File: src/rtl/fsk_txs_pkg.sv
package fsk_txs_pkg;

    localparam int BYTE_W       = 8;
    localparam int IDX_W        = $clog2(BYTE_W);
    localparam int NUM_REGS     = 2;
    localparam int DEF_RATE_W   = 7;
    localparam int DEF_BASE_DIV = 29;
    localparam int DEF_PRE_MUL  = 8;
    localparam logic [BYTE_W-1:0] IDLE_PATTERN = 8'hAA;

    typedef logic [BYTE_W-1:0] byte_t;

    typedef enum logic {
        TXS_IDLE = 1'b0,
        TXS_SEND = 1'b1
    } txs_state_e;

    typedef struct packed {
        logic             sel;
        logic [IDX_W-1:0] idx;
    } txs_pos_t;

    // Reference cycles in one bit for a given rate field and prescale bit
    function automatic int bit_period(int rate, logic pre, int base, int mul);
        return base * (rate + 1) * (pre ? mul : 1);
    endfunction

endpackage

File: src/rtl/fsk_txs_bitclk.sv
module fsk_txs_bitclk
    import fsk_txs_pkg::*;
#(
    parameter int RATE_W   = DEF_RATE_W,
    parameter int BASE_DIV = DEF_BASE_DIV,
    parameter int PRE_MUL  = DEF_PRE_MUL
) (
    input  logic              clk,
    input  logic              rst,
    input  logic              load,
    input  logic              run,
    input  logic [RATE_W-1:0] rate,
    input  logic              pre,
    output logic              tick
);
    localparam int MAX_PER = BASE_DIV * (2 ** RATE_W) * PRE_MUL;
    localparam int CNT_W   = $clog2(MAX_PER);

    logic [CNT_W-1:0] cnt_q;
    logic [CNT_W-1:0] reload;

    always_comb begin
        reload = CNT_W'(bit_period(int'(rate), pre, BASE_DIV, PRE_MUL) - 1);
    end

    always_ff @(posedge clk) begin
        if (rst) begin
            cnt_q <= '0;
        end else if (load) begin
            cnt_q <= reload;
        end else if (run) begin
            if (cnt_q == '0) begin
                cnt_q <= reload;
            end else begin
                cnt_q <= cnt_q - 1'b1;
            end
        end
    end

    assign tick = run && (cnt_q == '0);

endmodule

File: src/rtl/fsk_txs_seq.sv
module fsk_txs_seq
    import fsk_txs_pkg::*;
(
    input  logic             clk,
    input  logic             rst,
    input  logic             go,
    input  logic             tick,
    input  logic             wr_hit,
    output logic             start,
    output logic             stop,
    output logic             active,
    output logic             cur_sel,
    output logic [IDX_W-1:0] bit_idx,
    output logic             req
);
    txs_state_e state_q;
    txs_pos_t   pos_q;
    logic       req_q;
    logic       last_bit;

    assign start    = (state_q == TXS_IDLE) && go;
    assign stop     = (state_q == TXS_SEND) && !go;
    assign last_bit = tick && (pos_q.idx == IDX_W'(BYTE_W - 1));

    always_ff @(posedge clk) begin
        if (rst) begin
            state_q <= TXS_IDLE;
            pos_q   <= '0;
            req_q   <= 1'b0;
        end else if (start || stop) begin
            state_q <= start ? TXS_SEND : TXS_IDLE;
            pos_q   <= '0;
            req_q   <= 1'b0;
        end else if (state_q == TXS_SEND) begin
            if (last_bit) begin
                pos_q.idx <= '0;
                pos_q.sel <= ~pos_q.sel;
                req_q     <= 1'b1;
            end else begin
                if (tick) begin
                    pos_q.idx <= pos_q.idx + 1'b1;
                end
                if (wr_hit) begin
                    req_q <= 1'b0;
                end
            end
        end
    end

    assign active  = (state_q == TXS_SEND);
    assign cur_sel = pos_q.sel;
    assign bit_idx = pos_q.idx;
    assign req     = req_q;

endmodule

File: src/rtl/fsk_txs_dbuf.sv
module fsk_txs_dbuf
    import fsk_txs_pkg::*;
(
    input  logic                 clk,
    input  logic                 rst,
    input  logic                 clear,
    input  logic                 wr_en,
    input  logic                 wr_sel,
    input  byte_t                wr_data,
    input  logic                 rd_sel,
    input  logic [IDX_W-1:0]     rd_idx,
    output logic                 bit_out,
    output byte_t [NUM_REGS-1:0] regs_o
);
    logic [IDX_W-1:0] msb_idx;

    for (genvar g = 0; g < NUM_REGS; g++) begin : g_hold
        byte_t hold_q;

        always_ff @(posedge clk) begin
            if (rst || clear) begin
                hold_q <= IDLE_PATTERN;
            end else if (wr_en && (wr_sel == 1'(g))) begin
                hold_q <= wr_data;
            end
        end

        assign regs_o[g] = hold_q;
    end

    assign msb_idx = IDX_W'(BYTE_W - 1) - rd_idx;
    assign bit_out = regs_o[rd_sel][msb_idx];

endmodule

File: src/rtl/fsk_tx_serializer.sv
module fsk_tx_serializer
    import fsk_txs_pkg::*;
#(
    parameter int RATE_W   = DEF_RATE_W,
    parameter int BASE_DIV = DEF_BASE_DIV,
    parameter int PRE_MUL  = DEF_PRE_MUL
) (
    input  logic              clk,
    input  logic              rst,
    input  logic              buf_mode,
    input  logic              tx_en,
    input  logic [RATE_W-1:0] rate_sel,
    input  logic              prescale,
    input  logic              wr_en,
    input  logic [7:0]        wr_data,
    input  logic              ext_data,
    output logic              serial_out,
    output logic              byte_req
);
    logic                 go;
    logic                 start;
    logic                 stop;
    logic                 active;
    logic                 tick;
    logic                 cur_sel;
    logic [IDX_W-1:0]     bit_idx;
    logic                 wr_ok;
    logic                 wr_sel;
    logic                 fill_ptr_q;
    logic                 shift_bit;
    byte_t [NUM_REGS-1:0] regs_q;

    assign go     = tx_en && buf_mode;
    assign wr_ok  = wr_en && buf_mode;
    assign wr_sel = active ? ~cur_sel : fill_ptr_q;

    // Idle write target alternates and returns to register 0 on stop
    always_ff @(posedge clk) begin
        if (rst || stop) begin
            fill_ptr_q <= 1'b0;
        end else if (!active && wr_ok) begin
            fill_ptr_q <= ~fill_ptr_q;
        end
    end

    fsk_txs_bitclk #(
        .RATE_W  (RATE_W),
        .BASE_DIV(BASE_DIV),
        .PRE_MUL (PRE_MUL)
    ) u_bitclk (
        .clk (clk),
        .rst (rst),
        .load(start),
        .run (active),
        .rate(rate_sel),
        .pre (prescale),
        .tick(tick)
    );

    fsk_txs_seq u_seq (
        .clk    (clk),
        .rst    (rst),
        .go     (go),
        .tick   (tick),
        .wr_hit (wr_ok),
        .start  (start),
        .stop   (stop),
        .active (active),
        .cur_sel(cur_sel),
        .bit_idx(bit_idx),
        .req    (byte_req)
    );

    fsk_txs_dbuf u_dbuf (
        .clk    (clk),
        .rst    (rst),
        .clear  (stop),
        .wr_en  (wr_ok && !stop),
        .wr_sel (wr_sel),
        .wr_data(wr_data),
        .rd_sel (cur_sel),
        .rd_idx (bit_idx),
        .bit_out(shift_bit),
        .regs_o (regs_q)
    );

    assign serial_out = buf_mode ? (go && active && shift_bit) : ext_data;

endmodule

File: config.mk
export PLATFORM = sky130hd
export DESIGN_NAME = fsk_tx_serializer
export DESIGN_NICKNAME = d
export VERILOG_FILES = /design/src/rtl/fsk_txs_pkg.sv /design/src/rtl/fsk_txs_bitclk.sv /design/src/rtl/fsk_txs_seq.sv /design/src/rtl/fsk_txs_dbuf.sv /design/src/rtl/fsk_tx_serializer.sv
export SDC_FILE = /design/constraint.sdc
export NUM_CORES = 1
export LEC_CHECK = 0
export ABC_CLOCK_PERIOD_IN_PS = 9500
export BUFFER_PORTS_ARGS = -buffer_cell sky130_fd_sc_hd__buf_2
export CAP_MARGIN = 10
export CORE_MARGIN = 5
export CORE_UTILIZATION = 60
export CTS_CLUSTER_SIZE = 10
export DETAILED_ROUTE_END_ITERATION = 8
export PLACE_DENSITY = 0.83
export SETUP_SLACK_MARGIN = 0.1
export SYNTH_ARGS = -nofsm -noshare
export SYNTH_HDL_FRONTEND = slang
export SYNTH_SLANG_ARGS = --single-unit
File: constraint.sdc
create_clock -name clk -period 9.5 [get_ports clk]
set_input_delay 1.9 -clock clk [delete_from_list [all_inputs] [get_ports clk]]
set_output_delay 1.9 -clock clk [all_outputs]
set_load 0.01 [all_outputs]
; ---- Yosys cells after proc, flatten, opt, wreduce, memory -nomap -nowiden
; Cells that the tools add are included.
; W data, S select, Z words.
[word_totals]
out_inout_bits = 2
ff_bits = 38
inputBits = 22
[classes]
multipliers = 2
n_addsub = 5
mux = 15
magnitude_cmp = 2
eq_ne = 1
n_reduce_logical = 25
bitwise_logic = 4
[ops]
columns = cell, count
row1 = $mux W15, 3
row2 = $mul A32 B32 Y15, 1
row3 = $mul A6 B32 Y32 const A, 1
row4 = $mux W8, 2
row5 = $logic_not A15 Y1, 1
row6 = $sub A15 B1 Y15 const B, 1
row7 = $sub A15 B2 Y15 const B, 1
row8 = $logic_and A1 B1 Y1, 12
row9 = $add A7 B1 Y8 const B, 1
row10 = $mux W1, 6
row11 = $mux W3, 2
row12 = $reduce_and A2 Y1, 3
row13 = $reduce_bool A2 Y1, 3
row14 = $lt A3 B4 Y1 const B, 1
row15 = $mux W4, 1
row16 = $not A1 Y1, 4
row17 = $add A3 B1 Y3 const B, 1
row18 = $bmux W1 S3, 1
row19 = $eq A3 B3 Y1 const B, 1
row20 = $logic_not A1 Y1, 3
row21 = $sub A3 B3 Y3 const A, 1
row22 = $logic_or A1 B1 Y1, 2
row23 = $lt A1 B2 Y1 const B, 1
row24 = $reduce_or A2 Y1, 1

; ---- Depth between registers and ports, before layout
[depth]
ltp_word = 7
ltp_mapped = 27

; ---- By module
; From an unflattened synthesis, not the netlist that was laid out.
[hier_totals]
cells_unflattened = 510
area_unflattened_um2 = 4115.2
[modules_own_cells]
columns = module, instances, cells_each, area_each_um2
row1 = fsk_txs_bitclk, 1, 386, 2979.1
row2 = fsk_txs_dbuf, 1, 81, 703.2
row3 = fsk_txs_seq, 1, 31, 320.3
row4 = fsk_tx_serializer, 1, 12, 112.6

; ---- Worst setup path before layout
; No wires, ideal clock.
[synth_path]
path_kind = input-to-reg
from = in rate_sel[2]
to = reg u_bitclk.cnt_q[14]
required_time_ps = 9380
setup_slack_ps = 2119
setup_time_ps = 120
arrival_time_ps = 7260
path_stages = 23
path_cell_list = clkbuf_1 -> and3_1 -> clkbuf_1 -> xor2_1 -> ha_1 -> fa_1 -> inv_1 -> fa_1 -> inv_1 -> ha_1 -> or4_4 -> o22ai_4 -> and2b_2 -> o311ai_0 -> fa_1 -> inv_1 -> ha_1 -> ha_1 -> nor2_1 -> a311oi_1 -> xnor2_1 -> xnor2_1 -> a21oi_1
[synth_via]
elab_chain_len = 7
[synth_lines]
columns = element, line_no
row1 = start: declaration, fsk_tx_serializer.sv:12  ; input logic [RATE_W-1:0] rate_sel,
row2 = $add A7 B1 Y8 (*), fsk_txs_pkg.sv:25  ; return base * (rate + 1) * (pre ? mul : 1);
row3 = $mul A6 B32 Y32 (*), fsk_txs_pkg.sv:25
row4 = $mul A32 B32 Y15 (*), fsk_txs_pkg.sv:25
row5 = $sub A15 B2 Y15 (*), fsk_txs_bitclk.sv:23  ; reload = CNT_W'(bit_period(int'(rate), pre, BASE_DIV, PRE_MUL) - 1);
row6 = $mux W15, fsk_txs_bitclk.sv:32  ; if (cnt_q == '0) begin
row7 = $mux W15, fsk_txs_bitclk.sv:31  ; end else if (run) begin
row8 = $mux W15 (*), fsk_txs_bitclk.sv:29  ; end else if (load) begin
row9 = end signal: assignment, fsk_txs_bitclk.sv:30  ; cnt_q <= reload;
row10 = end signal: assignment, fsk_txs_bitclk.sv:33  ; cnt_q <= reload;
row11 = end signal: assignment, fsk_txs_bitclk.sv:35  ; cnt_q <= cnt_q - 1'b1;
row12 = end: declaration, fsk_txs_bitclk.sv:19  ; logic [CNT_W-1:0] cnt_q;
; Every way passes the cells marked *; elsewhere a longest branch is shown, timed or not. The select of a mux whose other input is x is not followed.
; A chain may end at the register's enable or synchronous reset.

; ---- Final worst setup path
[layout_path]
from = in rate_sel[0]
to = reg u_bitclk.cnt_q[14]
; Same word-level chain as after synthesis.

==> impl_metrics.ini <==
[outcome]
status = finished, final reports clean

[placement]
place_hpwl_um = 6746
dp_cells = 607
preCtsSetupSlack_ns = 1.626
place_congestion = 0.8392
portBuffers = 23

[synth]
syn-instance-count = 508
synth-edff-count = 0
synthArstFlopShare = 0
ys_seq_area_frac = 0.1785
syn_nets = 611
synth_warnings = 0
synth_compound_area_frac = 0.1527
synth_top_family_by_area = adder cells
synth-xor-area-share = 0.07369
synth_area_mm2 = 0.004262
synth_mux_area_frac = 0.06900
synthFlopType = dfxtp_1
synth_cell_type_count = 57
avgSynthCellArea_um2 = 8.389
ys_ff_latch = 38
synthAdderAreaFrac = 0.2678
yosys.area_share.simple = 0.1782

[worst_setup_path]
path_cells = buf_2, ha_1, and3_1, nand3_1, xnor2_1, inv_1, fa_1, fa_1, inv_1, ha_1, or4_4, o22ai_4, and2b_2, o311ai_0, fa_1, inv_1, ha_1, ha_1, nor2_1, a311oi_1, xnor2_1, xnor2_1, a21oi_1
required_ns = 9.69
startpoint_type = primary input
slowest_stage = or4_4
worst-setup-path-type = in2reg
crit_fanout = 6
crit_top_cell = ha_1
critPathLaunch = rate_sel[0]
max_stage_delay_ns = 0.56
cp.arrival_ns = 7.68
end_kind = flop
reg2reg_from = u_bitclk.cnt_q[0]$_SDFFE_PP0P_
timing.critical_path.buf_inv = 4
cp_top_family = adder cells

[sta]
min_period_ns = 7.491
final-hold-violation-count = 0
fin_skew_ns = 0.008728
whs_ns = 0.4749
relSlewSlack = 0.3474
worst_pin_slew_ns = 0.9789
period_share = 0.7885
setup_viol = 0
fin_tns_setup_ns = 0
timing.fmax_mhz = 133.5
layout_setup_ws_ns = 2.009
rsz0062_at_grt = no
slew_viol_final = 0

[final_layout]
fillCellCount = 580
mostFrequentLayoutCells = ha_1, inv_1, nor2_1, dfxtp_1, nand2_1
n_antenna_cell = 0
drive_gt1_frac = 0.1060
syn_to_final_growth_pct = 5.344
final_common_cell = ha_1
fin_cells = 615
multiInputGateArea_mm2 = 0.003159
nets = 621
regArea_um2 = 760.7

[clock_tree]
numCtsBuffers = 5
clk_pin_slew_ns = 0.08
htreeDepth = 2
ctsHoldBuffers = 0
clock_sinks = 38
post_cts_resized = 0
post_cts_buffers = 0
cts_tree = yes
clockBufferDepth = 2
root_buffer = clkbuf_8
insertion_delay_ns = 0.29

[die]
dieHeight_um = 94.28
start_util = 0.6204
rows = 30
dieArea_mm2 = 0.008888
die_w_um = 94.28
core_mm2 = 0.006869
io_pins = 24

[global_route]
grt_pass1_wl_um = 14820
antenna_found_initial = 0
grt_max_degree = 35
grt_remaining_overflow = 0
grt_pass1_vias = 3453
grt_usage = 0.2012

[detailed_routing]
viasPerCell = 5.662
firstDrtPassIters = 4
drtIter0Drc = 151
routed-via-count = 3482
drc = 0
ant_nets = 0
drt_wl_total_um = 8214
wl_per_cell_um = 13.36

[power]
p_leak_nw = 2.115
p_per_area_mw_per_mm2 = 369.1
peakVddDrop_uv = 234.1

[min_path]
holdCritPathClass = reg2reg
hp-start = u_bitclk.cnt_q[9]$_SDFFE_PP0P_

[run]
cap_violations = 0
==> synth_stat cells, types with 6 or more instances <==
cell	instances	area (µm²)
xor2_1	21	183.9
nor3_1	17	85.08
xnor2_1	13	113.9
or2_2	8	50.05
dfxtp_1	38	760.7
nand2_1	34	127.6
o21a_1	6	45.04
nor2_1	46	172.7
o21ai_0	22	110.1
clkbuf_1	13	48.80
fa_1	17	340.3
a211oi_1	7	52.55
o21bai_1	8	60.06
mux2i_1	17	170.2
inv_1	55	206.5
a21o_1	9	67.56
ha_1	64	800.8
nand3_1	8	40.04
a21oi_1	31	155.2
==> final timing paths <==
check	end	slack [ns]	cells past startpoint
worst min-delay path	u_bitclk.cnt_q[9]$_SDFFE_PP0P_	0.47	2
worst max-delay path	u_bitclk.cnt_q[14]$_SDFFE_PP0P_	2.01	23
worst max register to register	u_bitclk.cnt_q[11]$_SDFFE_PP0P_	6.90	8
worst min register to register	u_bitclk.cnt_q[9]$_SDFFE_PP0P_	0.47	2
==> per-layer routing <==
metal / up-vias / routed length (µm) / track usage
met1: 1642 / 3964 / 0.2744
met2: 65 / 3909 / 0.3457
met5: - / 0 / 0
met4: 0 / 45 / 0.02768
met3: 4 / 295 / 0.02724
li1: 1771 / - / -
==> registers in the layout, summed over array words and instances, names as in the netlist <==
register / cells
fill_ptr_q: 1
u_bitclk.cnt_q: 15
u_dbuf.g_hold.hold_q: 16
u_seq.active: 1
u_seq.bit_idx: 3
u_seq.cur_sel: 1
u_seq.req: 1
==> tightest hold or removal path: stages, from the launching register on <==
cell     delay [ns]
dfxtp_1        0.31
o21ai_0        0.06
a21oi_1        0.06
==> report_power, final <==
group / switching, W / internal [W]
sequential: 0.0000210 / 0.000182
clock: 0.0000591 / 0.0000773
combinational: 0.000720 / 0.000597
total: 0.000800 / 0.000857
==> through the flow <==
| stage | area [µm²] | total power (W) | utilization |
|---|---|---|---|
| 2_1_floorplan | 4262 | 0.001314 | - |
| 3_3_place_gp | 4380 | 0.001472 | 0.6377 |
| 3_5_place_dp | 4380 | 0.001517 | 0.6377 |
| 4_1_cts | 4489 | 0.001660 | 0.6536 |
| 5_1_grt | 4489 | 0.001867 | 0.6536 |
| 6_report | 4489 | 0.001657 | 0.6536 |
==> kinds of logic (layout without fill, tap and decap cells) <==
logic type      after synthesis  in the layout
xor+xnor                     35             35
compound gates              102            102
flops                        38             38
simple gates                152            152
fa+ha+maj                    81             81
buf+inv                      77             88
mux                          23             23
==> layout make-up <==
| class | count | area share |
|---|---|---|
| clock buffers | 5 | 0.01533 |
| clock inverters | 3 | 0.008919 |
| inverters | 56 | 0.04849 |
| multi-input cells | 393 | 0.7037 |
| flip-flops and latches | 38 | 0.1695 |
| well taps | 96 | 0.02676 |
| repair buffers | 24 | 0.02731 |
No activity file was read; power rests on OpenSTA's default activity.
